<file path="config.mk">
export PLATFORM = sky130hd
export DESIGN_NAME = mgmt_serial_slave
export DESIGN_NICKNAME = d
export VERILOG_FILES = /design/src/rtl/mgmt_pkg.sv /design/src/rtl/mgmt_edge_sync.sv /design/src/rtl/mgmt_frame_engine.sv /design/src/rtl/mgmt_reg_bank.sv /design/src/rtl/mgmt_serial_slave.sv
export SDC_FILE = /design/constraint.sdc
export NUM_CORES = 1
export LEC_CHECK = 0
export CAP_MARGIN = 20
export CORE_UTILIZATION = 25
export CTS_CLUSTER_SIZE = 30
export DETAILED_ROUTE_END_ITERATION = 16
export PLACE_DENSITY_LB_ADDON = 0.12
export SYNTH_ARGS = -nofsm -noshare
export SYNTH_HDL_FRONTEND = slang
export SYNTH_SLANG_ARGS = --single-unit
</file>
<file path="constraint.sdc">
create_clock -name clk -period 2.14 [get_ports clk]
set_clock_uncertainty 0.15 [all_clocks]
set_input_delay 0.535 -clock clk [delete_from_list [all_inputs] [get_ports clk]]
set_output_delay 0.535 -clock clk [all_outputs]
set_load 0.02 [all_outputs]
</file>
<file path="src/rtl/mgmt_pkg.sv">
`timescale 1ns/1ps
package mgmt_pkg;

    localparam int unsigned REG_W  = 16;
    localparam int unsigned ADDR_W = 5;

    typedef enum logic [3:0] {
        ST_IDLE,
        ST_START,
        ST_OP_A,
        ST_OP_B,
        ST_PHY,
        ST_REG,
        ST_TA1,
        ST_TA2,
        ST_DATA
    } frame_st_e;

    localparam logic [1:0] OPC_RD = 2'b10;
    localparam logic [1:0] OPC_WR = 2'b01;

    localparam logic [ADDR_W-1:0] RA_CTRL = 5'd0;
    localparam logic [ADDR_W-1:0] RA_STAT = 5'd1;

    localparam int unsigned CTRL_RST_BIT  = 15;
    localparam int unsigned CTRL_LB_BIT   = 14;
    localparam int unsigned CTRL_SPD_BIT  = 13;
    localparam int unsigned CTRL_PD_BIT   = 11;
    localparam int unsigned STAT_HD_BIT   = 13;
    localparam int unsigned STAT_LINK_BIT = 2;

endpackage

</file>
<file path="src/rtl/mgmt_edge_sync.sv">
`timescale 1ns/1ps
module mgmt_edge_sync #(
    parameter int unsigned STAGES = 2
) (
    input  logic clk,
    input  logic rst_n,
    input  logic mdc_i,
    input  logic mdio_i,
    output logic mdc_rise_o,
    output logic mdio_bit_o
);

    typedef struct packed {
        logic [STAGES-1:0] mdc;
        logic [STAGES-1:0] mdio;
        logic              mdc_last;
    } sync_t;

    sync_t s_d, s_q;

    always_comb begin
        s_d          = s_q;
        s_d.mdc      = (s_q.mdc << 1) | STAGES'(mdc_i);
        s_d.mdio     = (s_q.mdio << 1) | STAGES'(mdio_i);
        s_d.mdc_last = s_q.mdc[STAGES-1];
    end

    always_ff @(posedge clk or negedge rst_n) begin
        if (!rst_n) s_q <= '0;
        else        s_q <= s_d;
    end

    assign mdc_rise_o = s_q.mdc[STAGES-1] & ~s_q.mdc_last;
    assign mdio_bit_o = s_q.mdio[STAGES-1];


    single_rise_chk: assert property (@(posedge clk) disable iff (!rst_n)
        mdc_rise_o |=> !mdc_rise_o);

endmodule

</file>
<file path="src/rtl/mgmt_frame_engine.sv">
`timescale 1ns/1ps
module mgmt_frame_engine
    import mgmt_pkg::*;
#(
    parameter int unsigned PRE_LEN = 32
) (
    input  logic              clk,
    input  logic              rst_n,
    input  logic              bit_stb_i,
    input  logic              bit_val_i,
    input  logic [ADDR_W-1:0] phy_addr_i,
    input  logic [REG_W-1:0]  rd_data_i,
    output logic              rd_stb_o,
    output logic [ADDR_W-1:0] rd_addr_o,
    output logic              wr_stb_o,
    output logic [ADDR_W-1:0] wr_addr_o,
    output logic [REG_W-1:0]  wr_data_o,
    output logic              mdio_o,
    output logic              mdio_oe_o
);

    localparam int unsigned CNT_W = $clog2(PRE_LEN + 1);
    localparam int unsigned BC_W  = $clog2(REG_W);

    typedef struct packed {
        frame_st_e         st;
        logic [CNT_W-1:0]  pre_cnt;
        logic              is_rd;
        logic              op_hi;
        logic              phy_ok;
        logic [ADDR_W-1:0] reg_addr;
        logic [BC_W-1:0]   bcnt;
        logic [REG_W-1:0]  sh;
        logic              oe;
        logic              dout;
    } eng_t;

    eng_t f_d, f_q;
    logic [ADDR_W-1:0] field;
    logic              answer;

    assign field  = {f_q.sh[ADDR_W-2:0], bit_val_i};
    assign answer = f_q.is_rd & f_q.phy_ok;

    always_comb begin
        f_d       = f_q;
        rd_stb_o  = 1'b0;
        wr_stb_o  = 1'b0;
        rd_addr_o = field;
        wr_addr_o = f_q.reg_addr;
        wr_data_o = {f_q.sh[REG_W-2:0], bit_val_i};
        if (bit_stb_i) begin
            unique case (f_q.st)
                ST_IDLE: begin
                    if (bit_val_i) begin
                        if (f_q.pre_cnt != CNT_W'(PRE_LEN))
                            f_d.pre_cnt = f_q.pre_cnt + 1'b1;
                    end else begin
                        if (f_q.pre_cnt == CNT_W'(PRE_LEN))
                            f_d.st = ST_START;
                        f_d.pre_cnt = '0;
                    end
                end
                ST_START: f_d.st = bit_val_i ? ST_OP_A : ST_IDLE;
                ST_OP_A: begin
                    f_d.op_hi = bit_val_i;
                    f_d.st    = ST_OP_B;
                end
                ST_OP_B: begin
                    f_d.bcnt = '0;
                    if ({f_q.op_hi, bit_val_i} == OPC_RD) begin
                        f_d.is_rd = 1'b1;
                        f_d.st    = ST_PHY;
                    end else if ({f_q.op_hi, bit_val_i} == OPC_WR) begin
                        f_d.is_rd = 1'b0;
                        f_d.st    = ST_PHY;
                    end else begin
                        f_d.st = ST_IDLE;
                    end
                end
                ST_PHY: begin
                    f_d.sh = {f_q.sh[REG_W-2:0], bit_val_i};
                    if (f_q.bcnt == BC_W'(ADDR_W - 1)) begin
                        f_d.phy_ok = (field == phy_addr_i);
                        f_d.bcnt   = '0;
                        f_d.st     = ST_REG;
                    end else begin
                        f_d.bcnt = f_q.bcnt + 1'b1;
                    end
                end
                ST_REG: begin
                    f_d.sh = {f_q.sh[REG_W-2:0], bit_val_i};
                    if (f_q.bcnt == BC_W'(ADDR_W - 1)) begin
                        f_d.reg_addr = field;
                        f_d.bcnt     = '0;
                        f_d.st       = ST_TA1;
                        if (answer) begin
                            rd_stb_o = 1'b1;
                            f_d.sh   = rd_data_i;
                        end
                    end else begin
                        f_d.bcnt = f_q.bcnt + 1'b1;
                    end
                end
                ST_TA1: begin
                    f_d.st = ST_TA2;
                    if (answer) begin
                        f_d.oe   = 1'b1;
                        f_d.dout = 1'b0;
                    end
                end
                ST_TA2: begin
                    f_d.st   = ST_DATA;
                    f_d.bcnt = '0;
                    if (answer) begin
                        f_d.dout = f_q.sh[REG_W-1];
                        f_d.sh   = f_q.sh << 1;
                    end
                end
                ST_DATA: begin
                    if (f_q.bcnt == BC_W'(REG_W - 1)) begin
                        f_d.st      = ST_IDLE;
                        f_d.pre_cnt = '0;
                        f_d.oe      = 1'b0;
                        f_d.dout    = 1'b0;
                        wr_stb_o    = ~f_q.is_rd & f_q.phy_ok;
                    end else begin
                        f_d.bcnt = f_q.bcnt + 1'b1;
                        if (f_q.is_rd) begin
                            if (f_q.oe) f_d.dout = f_q.sh[REG_W-1];
                            f_d.sh = f_q.sh << 1;
                        end else begin
                            f_d.sh = {f_q.sh[REG_W-2:0], bit_val_i};
                        end
                    end
                end
                default: f_d.st = ST_IDLE;
            endcase
        end
    end

    always_ff @(posedge clk or negedge rst_n) begin
        if (!rst_n) f_q <= '0;
        else        f_q <= f_d;
    end

    assign mdio_o    = f_q.dout;
    assign mdio_oe_o = f_q.oe;


    ta_zero_chk: assert property (@(posedge clk) disable iff (!rst_n)
        $rose(mdio_oe_o) |-> !mdio_o);


    oe_on_edge_chk: assert property (@(posedge clk) disable iff (!rst_n)
        !$stable(mdio_oe_o) |-> $past(bit_stb_i));


    no_cross_chk: assert property (@(posedge clk) disable iff (!rst_n)
        !(rd_stb_o && wr_stb_o));

endmodule

</file>
<file path="src/rtl/mgmt_reg_bank.sv">
`timescale 1ns/1ps
module mgmt_reg_bank
    import mgmt_pkg::*;
(
    input  logic              clk,
    input  logic              rst_n,
    input  logic              link_up_i,
    input  logic              rd_stb_i,
    input  logic [ADDR_W-1:0] rd_addr_i,
    input  logic              wr_stb_i,
    input  logic [ADDR_W-1:0] wr_addr_i,
    input  logic [REG_W-1:0]  wr_data_i,
    output logic [REG_W-1:0]  rd_data_o,
    output logic              loopback_o,
    output logic              power_down_o,
    output logic              soft_reset_o
);

    typedef struct packed {
        logic lb;
        logic pd;
        logic link_lat;
        logic srst;
    } bank_t;

    bank_t b_d, b_q;
    logic [REG_W-1:0] ctrl_word, stat_word;
    logic unused_bits;

    assign unused_bits = ^{wr_data_i[13:12], wr_data_i[10:0]};

    always_comb begin
        ctrl_word                = '0;
        ctrl_word[CTRL_LB_BIT]   = b_q.lb;
        ctrl_word[CTRL_SPD_BIT]  = 1'b1;
        ctrl_word[CTRL_PD_BIT]   = b_q.pd;
        stat_word                = '0;
        stat_word[STAT_HD_BIT]   = 1'b1;
        stat_word[STAT_LINK_BIT] = b_q.link_lat;
        case (rd_addr_i)
            RA_CTRL: rd_data_o = ctrl_word;
            RA_STAT: rd_data_o = stat_word;
            default: rd_data_o = '0;
        endcase
    end

    always_comb begin
        b_d      = b_q;
        b_d.srst = 1'b0;
        if (!link_up_i) b_d.link_lat = 1'b0;
        if (rd_stb_i && rd_addr_i == RA_STAT) b_d.link_lat = link_up_i;
        if (wr_stb_i && wr_addr_i == RA_CTRL) begin
            if (wr_data_i[CTRL_RST_BIT]) begin
                b_d.lb       = 1'b0;
                b_d.pd       = 1'b0;
                b_d.link_lat = 1'b0;
                b_d.srst     = 1'b1;
            end else begin
                b_d.lb = wr_data_i[CTRL_LB_BIT];
                b_d.pd = wr_data_i[CTRL_PD_BIT];
            end
        end
    end

    always_ff @(posedge clk or negedge rst_n) begin
        if (!rst_n) b_q <= '0;
        else        b_q <= b_d;
    end

    assign loopback_o   = b_q.lb;
    assign power_down_o = b_q.pd;
    assign soft_reset_o = b_q.srst;


    single_pulse_chk: assert property (@(posedge clk) disable iff (!rst_n)
        soft_reset_o |=> !soft_reset_o);


    reset_defaults_chk: assert property (@(posedge clk) disable iff (!rst_n)
        soft_reset_o |-> (!loopback_o && !power_down_o && !b_q.link_lat));


    latch_low_chk: assert property (@(posedge clk) disable iff (!rst_n)
        !link_up_i |=> !b_q.link_lat);


    latch_hold_chk: assert property (@(posedge clk) disable iff (!rst_n)
        $rose(b_q.link_lat) |-> $past(rd_stb_i && rd_addr_i == RA_STAT));

endmodule

</file>
<file path="src/rtl/mgmt_serial_slave.sv">
`timescale 1ns/1ps
module mgmt_serial_slave
    import mgmt_pkg::*;
#(
    parameter int unsigned SYNC_STAGES = 2,
    parameter int unsigned PRE_LEN     = 32
) (
    input  logic              clk,
    input  logic              rst_n,
    input  logic              mdc_i,
    input  logic              mdio_i,
    output logic              mdio_o,
    output logic              mdio_oe_o,
    input  logic [ADDR_W-1:0] phy_addr_i,
    input  logic              link_up_i,
    output logic              loopback_o,
    output logic              power_down_o,
    output logic              soft_reset_o
);

    logic              bit_stb, bit_val;
    logic              rd_stb, wr_stb;
    logic [ADDR_W-1:0] rd_addr, wr_addr;
    logic [REG_W-1:0]  wr_data, rd_data;

    mgmt_edge_sync #(.STAGES(SYNC_STAGES)) u_sync (
        .clk        (clk),
        .rst_n      (rst_n),
        .mdc_i      (mdc_i),
        .mdio_i     (mdio_i),
        .mdc_rise_o (bit_stb),
        .mdio_bit_o (bit_val)
    );

    mgmt_frame_engine #(.PRE_LEN(PRE_LEN)) u_engine (
        .clk        (clk),
        .rst_n      (rst_n),
        .bit_stb_i  (bit_stb),
        .bit_val_i  (bit_val),
        .phy_addr_i (phy_addr_i),
        .rd_data_i  (rd_data),
        .rd_stb_o   (rd_stb),
        .rd_addr_o  (rd_addr),
        .wr_stb_o   (wr_stb),
        .wr_addr_o  (wr_addr),
        .wr_data_o  (wr_data),
        .mdio_o     (mdio_o),
        .mdio_oe_o  (mdio_oe_o)
    );

    mgmt_reg_bank u_bank (
        .clk          (clk),
        .rst_n        (rst_n),
        .link_up_i    (link_up_i),
        .rd_stb_i     (rd_stb),
        .rd_addr_i    (rd_addr),
        .wr_stb_i     (wr_stb),
        .wr_addr_i    (wr_addr),
        .wr_data_i    (wr_data),
        .rd_data_o    (rd_data),
        .loopback_o   (loopback_o),
        .power_down_o (power_down_o),
        .soft_reset_o (soft_reset_o)
    );

endmodule

</file>
-- Yosys cells after proc, flatten, opt, wreduce, memory -nomap -nowiden
Cells that the tools add are included.
- input bits: 10
- output and inout port bits: 5
- register bits after elaboration: 49
- logic and storage cells: 119
- add/sub/neg operators: 2
- reductions and logical operators: 23
- mux-type cells: 43
- eq/ne operators: 27
- bitwise logic cells: 7
- operators by type and width (kind ; number):
    $pmux W16 S4 ; 1
    $mux W16 ; 3
    $pmux W4 S9 ; 1
    $pmux W15 S2 ; 1
    $eq A4 B3 Y1 const B ; 5
    $mux W20 ; 1
    $mux W4 ; 5
    $mux W1 ; 17
    $mux W6 ; 2
    $ne A2 B1 Y1 const B ; 6
    $pmux W4 S3 ; 1
    $pmux W6 S2 ; 1
    $reduce_and A3 Y1 ; 4
    $reduce_and A4 Y1 ; 3
    $reduce_and A6 Y1 ; 2
    $logic_not A5 Y1 ; 2
    $mux W10 ; 1
    $mux W2 ; 5
    $eq A4 B2 Y1 const B ; 2
    $eq A4 B4 Y1 const B ; 2
    $add A6 B1 Y6 const B ; 1
    $eq A6 B6 Y1 const B ; 1
    $mux W3 ; 2
    $ne A3 B1 Y1 const B ; 2
    other kinds (21) ; 31

-- Longest topological paths before layout
Gate-level depths: netlist (run 1).
- word-level depth: 9
- depth in mapped cells: 8
- gate-level depth less buffers: 6

-- Hierarchy
From an unflattened synthesis (run 1), not the netlist that was laid out.
- cell total of the unflattened synthesis: 280
- area, all modules: 3060.4 um^2
- modules (own cells, without submodules) (module ; cells an instance ; times used ; sequential area each (um^2) ; area each (um^2)):
    mgmt_frame_engine ; 242 ; 1 ; 1001.0 ; 2597.5
    mgmt_reg_bank ; 32 ; 1 ; 100.1 ; 324.1
    mgmt_edge_sync ; 6 ; 1 ; 125.1 ; 138.9

-- Least setup slack after synthesis (run 1)
Ideal clock, no wire load.
- path kind: register to register
- start: register u_engine.f_q[38] (netlist name)
- end: register u_engine.f_q (netlist bit u_engine.rd_addr_o[3])
- stages on the path, launching flop included: 6
- path slack: 0 ps
- buffers on the path: 1
- data required time: 1865 ps
- data arrival time: 1865 ps
- period minus slack after synthesis: 2140 ps
- path through: dfrtp_1 -> buf_6 -> or3b_4 -> a21o_1 -> a221oi_4 -> mux2_2
- word-level cells in the longest chain between the ends: 3
- ends and longest elaborated chain (item ; line ; RTL):
    start: declaration ; mgmt_frame_engine.sv:38 ; eng_t f_d, f_q;
    start signal: assignment ; mgmt_frame_engine.sv:143 ; if (!rst_n) f_q <= '0;
    start signal: assignment ; mgmt_frame_engine.sv:144 ; else f_q <= f_d;
    $eq A4 B4 Y1 or $eq A4 B3 Y1 (tied branches) ; mgmt_frame_engine.sv:53 ; unique case (f_q.st)
    $ne A2 B2 Y1 (no source line) (tied with other cells) ; -- ;
    $reduce_and A4 Y1 (no source line) ; -- ;
Several ways; a longest one is shown, not always the timed one.
A chain may end at the register's enable or synchronous reset.

-- Worst setup path after layout (run 1)
- start: register u_engine.f_q[39] (netlist name)
- end: register u_engine.f_q (netlist bit u_engine.wr_data_o[12])
The elaborated chain is that of the path after synthesis.

==> key figures, run 1 <==
Floorplan
  – Die X: 104 µm
  – DIE HEIGHT: 104 µm
  – Total die area: 10700 µm²
  – Core ar.: 9910 µm²
  – # rows: 36
  – Initial Utilization: 26.0%
  – Number of I/O pins: 15

Clock tree
  – Hold_buf cts: 0
  – CTS clk-pin slew, worst paths: 90 ps
  – Latest clock arrival within the worst-skew pair: 300 ps
  – CTS tree: built
  – Num CTS Buffers: 5
  – Root buf cell: clkbuf_8
  – H-tree levels: 2
  – Sinks on the clock net: 49
  – CTS Buffer Depth: 2

Synth
  – Synth Register Bits: 49
  – Post-synth EDFFs: 0
  – Post-Syn Area per Cell: 10.0 µm²
  – Top post-synthesis cells by area: dfrtp_1 48%, mux2i_1 7.0%, nand2_1 3.3%
  – Synthesized netlist net count: 273
  – Distinct cells, synth: 47
  – Post-synth top area share: 47.5%
  – Primary FF master, synth: dfrtp_1
  – Syn Inst Count: 258
  – Synth warnings: 0
  – Mapped Area: 2580 µm²
  – Area leader, netlist: dfrtp_1
  – Asr flop ratio synth: 100%
  – Sequential-to-total area share from yosys stat: 47.5%

GRT
  – Vias in the first global route: 2138
  – First-pass GRT wire length: 11000 µm
  – Number of antenna violations at the first check in global routing: 0
  – Largest net degree at the start of global routing: 19
  – GRT overflow: 0
  – Gr usage total: 12.8%

Worst setup path
  – Required time worst endpoint: 2180 ps
  – Top delay family on crit path: compound AO/OA/AOI/OAI gates
  – Kind of start point of the critical path: flip-flop
  – Worst-path cell chain: or3b_4, a21o_1, a221oi_4, buf_12, mux2_2
  – WP buf/inv: 1
  – Top fanout value on the critical path: 6
  – Crit Path Category: flip-flop to flip-flop
  – CP max stage delay: 420 ps
  – Crit-path slowest cell: dfrtp_1
  – Worst setup EP type: flip-flop
  – Critical path arrival: 2090 ps

Cells and area
  – Share of cells above drive strength 1: 20.4%
  – Layout area overhead: 25.4%
  – Nets@finish: 319
  – Diodes inserted: 0
  – Fin util: 32.7%
  – Post-route cell area: 3240 µm²
  – Final Non-Filler Cells: 437

STA
  – Post-route setup slack: 89.3 ps
  – Hold Slack: 4.32 ps
  – Final hold vios: 0
  – Fmax: 488 MHz
  – Slew Limit Fails: 0
  – RSZ-0062 raised after global routing: no
  – Period minus WS final: 2050 ps
  – Crit share post-route: 95.8%
  – Final setup TNS: 0 ps
  – Worst slew margin: 68.6%
  – # setup viols final: 0
  – Worst slew pin tran: 465 ps

Power
  – Leak pwr: 1.37 nW
  – Maximum VDD drop: 0.247 mV
  – Switching power share of the total: 23.6%
  – PD cells: 506 nW/µm²
  – Psw: 0.386 mW
  – Seq pwr share: 57.9%
  – Total power: 1.64 mW
  – Clock power share: 34.7%
  – Int Pwr: 1.25 mW
  – Logic pwr share: 7.3%

Flow run
  – Total of max-cap violations: 0

Placement
  – Placed cell areas: 3110 µm²
  – Gp weighted congestion: 0.753
  – Place WS: -86.5 ps
  – Hpwl dp: 4710 µm
  – DP Cell Count: 429
  – Number of port buffers: 14

Routing
  – First-iteration detailed-routing DRC count: 47
  – Routed len/inst: 14.2 µm
  – Post-route ant nets: 0
  – Total Wirelength: 6200 µm
  – Via-to-Cell Ratio: 4.57
  – Residual DRC: 0
  – Vias: 1997
  – Drt pass-1 iters: 4

Run status
  – Status: completed

Worst hold path
  – Hold WC Path Type: input port to asynchronous set/reset pin
## kinds of logic (layout without fill, tap and decap cells)
family / Yosys count / after routing / synth area share [%]
flops: 49 / 49 / 47.5
buf+inv: 35 / 81 / 5.67
mux: 25 / 25 / 10.0
xor+xnor: 5 / 5 / 1.70
simple gates: 88 / 88 / 18.4
fa+ha+maj: 5 / 5 / 2.42
compound gates: 51 / 51 / 14.3
## flip-flops by register name, summed over array words and instances (netlist names)
register             cells
u_sync.s_d               1
u_bank.power_down_o      1
u_sync.s_q               3
u_bank.loopback_o        1
u_engine.mdio_o          1
u_engine.f_q            18
u_engine.wr_data_o      11
u_bank.soft_reset_o      1
u_engine.rd_addr_o       4
u_engine.mdio_oe_o       1
u_sync.mdio_bit_o        1
u_engine.wr_addr_o       5
u_bank.b_q               1
## synth_stat cells (all sizes together) (4+ instances only)
cell / count
dfrtp: 49
nand2: 23
inv: 21
mux2i: 18
o21ai: 17
nand3: 14
clkbuf: 9
nor2: 9
nor3: 9
mux2: 7
a21oi: 6
a31oi: 5
ha: 5
nand2b: 5
and3: 4
buf: 4
## power by group through the flow
stage / clock [mW] / combinational (mW) / sequential [mW]
final: 0.569 / 0.120 / 0.949
after global routing: 0.637 / 0.138 / 0.951
after CTS: 0.603 / 0.121 / 0.949
after detailed placement: 0 / 0.120 / 0.967
after global placement: 0 / 0.122 / 0.966
after floorplan: 0 / 0.0485 / 0.964
## layout by cell type (no fill, tap or decap), types with 2 or more instances in the layout
cell | Yosys | final
nand2b_1 | 5 | 5
o31ai_1 | 2 | 2
mux2_2 | 7 | 7
xnor2_1 | 2 | 2
o21ai_0 | 17 | 17
nand3_1 | 14 | 14
o21bai_1 | 3 | 3
nor2_1 | 9 | 8
dfrtp_1 | 49 | 49
and3_1 | 4 | 4
nand4_1 | 3 | 3
buf_12 | 0 | 2
o22ai_1 | 3 | 3
mux2i_1 | 18 | 18
nand2_1 | 23 | 23
a31oi_1 | 5 | 5
or4_1 | 3 | 2
inv_1 | 21 | 21
buf_4 | 0 | 36
nor3_1 | 9 | 8
clkbuf_8 | 0 | 6
nor4_1 | 3 | 3
o41ai_1 | 3 | 3
clkdlybuf4s50_1 | 0 | 13
o211ai_1 | 2 | 2
a32o_1 | 3 | 3
xor2_1 | 3 | 3
nor4b_2 | 1 | 2
a21oi_1 | 6 | 6
and3b_1 | 2 | 2
ha_1 | 5 | 5
nor2b_1 | 3 | 3
## layout make-up
cell class,instances,area (µm²)
sequential,49,1230
timing repair buffer,52,445
multi-input combinational,174,1230
clock inverter,1,7.51
tap,133,166
clock buffer,6,82.6
inverter,22,82.6
fill,1042,6670
## routing by layer
layer	global-route usage [%]	up-vias	routed length (µm)
met3	2.27	5	132
met5	0	-	0
met2	19.0	21	2730
met1	18.8	959	3260
met4	3.73	0	74
li1	-	1012	-
## repair_timing
action / in CTS / in global routing
buffers inserted: 1 / 0
setup endpoints to repair: 14 / 11
pin swaps: 1 / 1
gates resized for setup: 1 / 3
## final timing paths
check                      slack (ps)              from                      to  cells after the start
hold reg to reg                   210     u_sync.s_q[3]           u_sync.s_d[0]                      0
hold / removal                      4             rst_n        u_engine.f_q[20]                      1
max in group asynchronous        1240             rst_n  u_engine.wr_data_o[11]                      2
setup reg to reg                   90  u_engine.f_q[39]  u_engine.wr_data_o[12]                      5
min in group clk                  210     u_sync.s_q[3]           u_sync.s_d[0]                      0
setup / recovery                   90  u_engine.f_q[39]  u_engine.wr_data_o[12]                      5
Power figures use the tool's default switching activity.
==> run 2, diff against run 1 <==
MAX_ROUTING_LAYER = met4   (was not set)
PLACE_DENSITY_LB_ADDON = not set   (was 0.12)
==> run 2 against run 1 <==
Compared with the run above:
- routed wire length decreased by 8.5%
- sequential share of layout area grew 0.43 points
- register-to-register slack got worse by 40 ps
- maximum frequency fell by 1.7%
- highest routed layer unchanged
- total power grew 13%
- critical endpoint is now u_engine.rd_addr_o[3]
- die area did not move
==> key figures, run 2 (synthesis gave the netlist of run 1 again) <==
STA
  – Period minus WS final: 2090 ps (was 2050 ps)
  – Crit share post-route: 97.5% (was 95.8%)
  – Final hold vios: 0 (unchanged)
  – Final setup TNS: 0 ps (unchanged)
  – Fmax: 479 MHz (was 488 MHz)
  – # setup viols final: 0 (unchanged)
  – Worst slew margin: 70.8% (was 68.6%)
  – Slew Limit Fails: 0 (unchanged)
  – Worst slew pin tran: 437 ps (was 465 ps)
  – Hold Slack: 48.2 ps (was 4.32 ps)

Cells and area
  – Max reg flops: 18 (unchanged)
  – Most frequent cells in the layout: 49 x dfrtp_1, 26 x buf_4, 23 x nand2_1, 21 x inv_1, 18 x mux2i_1 (was 49 x dfrtp_1, 36 x buf_4, 23 x nand2_1, 21 x inv_1, 18 x mux2i_1)
  – Post-route cell area: 3200 µm² (was 3240 µm²)
  – Most common cell after layout, fill and taps aside: dfrtp_1 (unchanged)
  – Fill cells: 1029 (was 1042)
  – Share of cells above drive strength 1: 18.0% (was 20.4%)
  – Biggest register: u_engine.f_q (unchanged)
  – Register area: 1230 µm² (unchanged)
  – Diodes inserted: 0 (unchanged)
  – Layout area overhead: 24.0% (was 25.4%)
  – Multi-input logic area: 1240 µm² (was 1230 µm²)
  – Nets@finish: 308 (was 319)

Floorplan
  – Die X: 104 µm (unchanged)
  – Core ar.: 9910 µm² (unchanged)
  – Total die area: 10700 µm² (unchanged)
  – DIE HEIGHT: 104 µm (unchanged)
  – Initial Utilization: 26.0% (unchanged)
  – # rows: 36 (unchanged)
  – Number of I/O pins: 15 (unchanged)

Power
  – Maximum VDD drop: 0.381 mV (was 0.247 mV)
  – Total power: 1.86 mW (was 1.64 mW)
  – Leak pwr: 1.34 nW (was 1.37 nW)
  – PD cells: 580 nW/µm² (was 506 nW/µm²)

GRT
  – Gr usage total: 11.2% (was 12.8%)
  – Vias in the first global route: 1914 (was 2138)
  – Largest net degree at the start of global routing: 50 (was 19)
  – GRT overflow: 0 (unchanged)
  – First-pass GRT wire length: 9520 µm (was 11000 µm)
  – Number of antenna violations at the first check in global routing: 0 (unchanged)

Routing
  – Post-route ant nets: 0 (unchanged)
  – First-iteration detailed-routing DRC count: 98 (was 47)
  – Residual DRC: 0 (unchanged)
  – Via-to-Cell Ratio: 4.64 (was 4.57)
  – Vias: 1983 (was 1997)
  – Total Wirelength: 5670 µm (was 6200 µm)
  – Routed len/inst: 13.3 µm (was 14.2 µm)
  – Drt pass-1 iters: 4 (unchanged)

Placement
  – Placed cell areas: 3000 µm² (was 3110 µm²)
  – Hpwl dp: 4100 µm (was 4710 µm)
  – Number of port buffers: 14 (unchanged)
  – Gp weighted congestion: 0.830 (was 0.753)

Clock tree
  – CTS clk-pin slew, worst paths: 100 ps (was 90 ps)
  – Hold_buf cts: 0 (unchanged)
  – Root buf cell: clkbuf_8 (unchanged)
  – Sinks on the clock net: 49 (unchanged)
  – H-tree levels: 2 (unchanged)
  – CTS Buffer Depth: 2 (unchanged)
  – Num CTS Buffers: 5 (unchanged)
  – CTS tree: built (unchanged)
  – Latest clock arrival within the worst-skew pair: 300 ps (about the same)

Worst setup path
  – Worst reg2reg startpoint: u_engine.f_q[38] (was u_engine.f_q[39])
  – Worst setup EP type: flip-flop (unchanged)
  – CP max stage delay: 410 ps (was 420 ps)
  – Top delay family on crit path: compound AO/OA/AOI/OAI gates (unchanged)
  – Kind of start point of the critical path: flip-flop (unchanged)
  – Top fanout value on the critical path: 5 (was 6)
  – Crit-path slowest cell: or3b_4 (was dfrtp_1)
  – Critical path arrival: 2130 ps (was 2090 ps)
  – R2R Setup Slk: 50 ps (was 90 ps)
  – Worst-path cell chain: or3b_4, a21o_1, a221oi_4, buf_4, mux2_4 (was or3b_4, a21o_1, a221oi_4, buf_12, mux2_2)
  – R2R depth: 5 (unchanged)
  – Reg2Reg Capture Point: u_engine.rd_addr_o[3] (was u_engine.wr_data_o[12])
  – WP buf/inv: 1 (unchanged)
  – Required time worst endpoint: 2190 ps (was 2180 ps)
  – Crit Path Category: flip-flop to flip-flop (unchanged)

Worst hold path
  – Hold WC Path Type: input port to asynchronous set/reset pin (unchanged)

Flow run
  – Total of max-cap violations: 0 (unchanged)

Run status
  – Status: completed (unchanged)
## run 2: changes by cell type in the layout (fill, tap and decap cells not counted), sizes merged
cell / previous run / this run
bufinv: 0 / 2
clkbuf: 6 / 5
buf: 39 / 28
inv: 21 / 22
clkinvlp: 1 / 0
## run 2: how the worst max path moves through the flow
| stage | from | end | slack [ps] | cells past startpoint |
|---|---|---|---|---|
| after floorplan | u_engine.f_q[38] | u_engine.rd_addr_o[3] | 0.09 | 5 |
| after global placement | u_engine.f_q[18] | u_engine.wr_data_o[15] | 20 | 6 |
| final | u_engine.f_q[38] | u_engine.rd_addr_o[3] | 50 | 5 |
| after global routing | u_engine.f_q[36] | u_engine.f_q[36] | -10 | 5 |
| after CTS | u_engine.f_q[36] | u_engine.wr_data_o[10] | 20 | 5 |
| after detailed placement | u_engine.f_q[18] | u_engine.wr_data_o[12] | -6 | 6 |
## run 2: layout make-up
type | count | share of cell area (%)
clock buffers | 5 | 2.15
clock inverters | 3 | 2.15
inverters | 22 | 2.58
multi-input cells | 174 | 38.7
flip-flops and latches | 49 | 38.3
well taps | 133 | 5.20
repair buffers | 41 | 10.9
## run 2: per-stage QoR
step,util [%],std cells,setup slack [ps]
5_1_grt,32.3,427,-11.4
3_5_place_dp,30.2,414,-6.20
4_1_cts,31.7,422,16.9
3_3_place_gp,30.2,414,20.8
6_report,32.3,427,53.1
2_1_floorplan,-,258,0.0944
## run 2: timing repair
| item | in CTS | in global routing |
|---|---|---|
| gates cloned | 0 | 0 |
| endpoints found under the setup margin | 4 | 18 |
| buffers inserted | 0 | 5 |
| pin swaps | 1 | 4 |
| resized for setup | 1 | 8 |
## run 2: report_power, final
group,total [mW],internal [mW],switching (mW),leakage [nW]
clock network,0.798,0.471,0.327,0.0687
registers,0.948,0.938,0.00918,0.666
logic,0.109,0.0484,0.0611,0.609
total,1.86,1.46,0.398,1.34
## run 2: routing by layer
| layer | vias up | GRT usage (%) | wire [µm] |
|---|---|---|---|
| met3 | 5 | 2.45 | 248 |
| met1 | 956 | 15.9 | 2930 |
| met5 | - | - | 0 |
| met2 | 33 | 16.3 | 2460 |
| met4 | 0 | 2.48 | 35 |
| li1 | 989 | - | - |
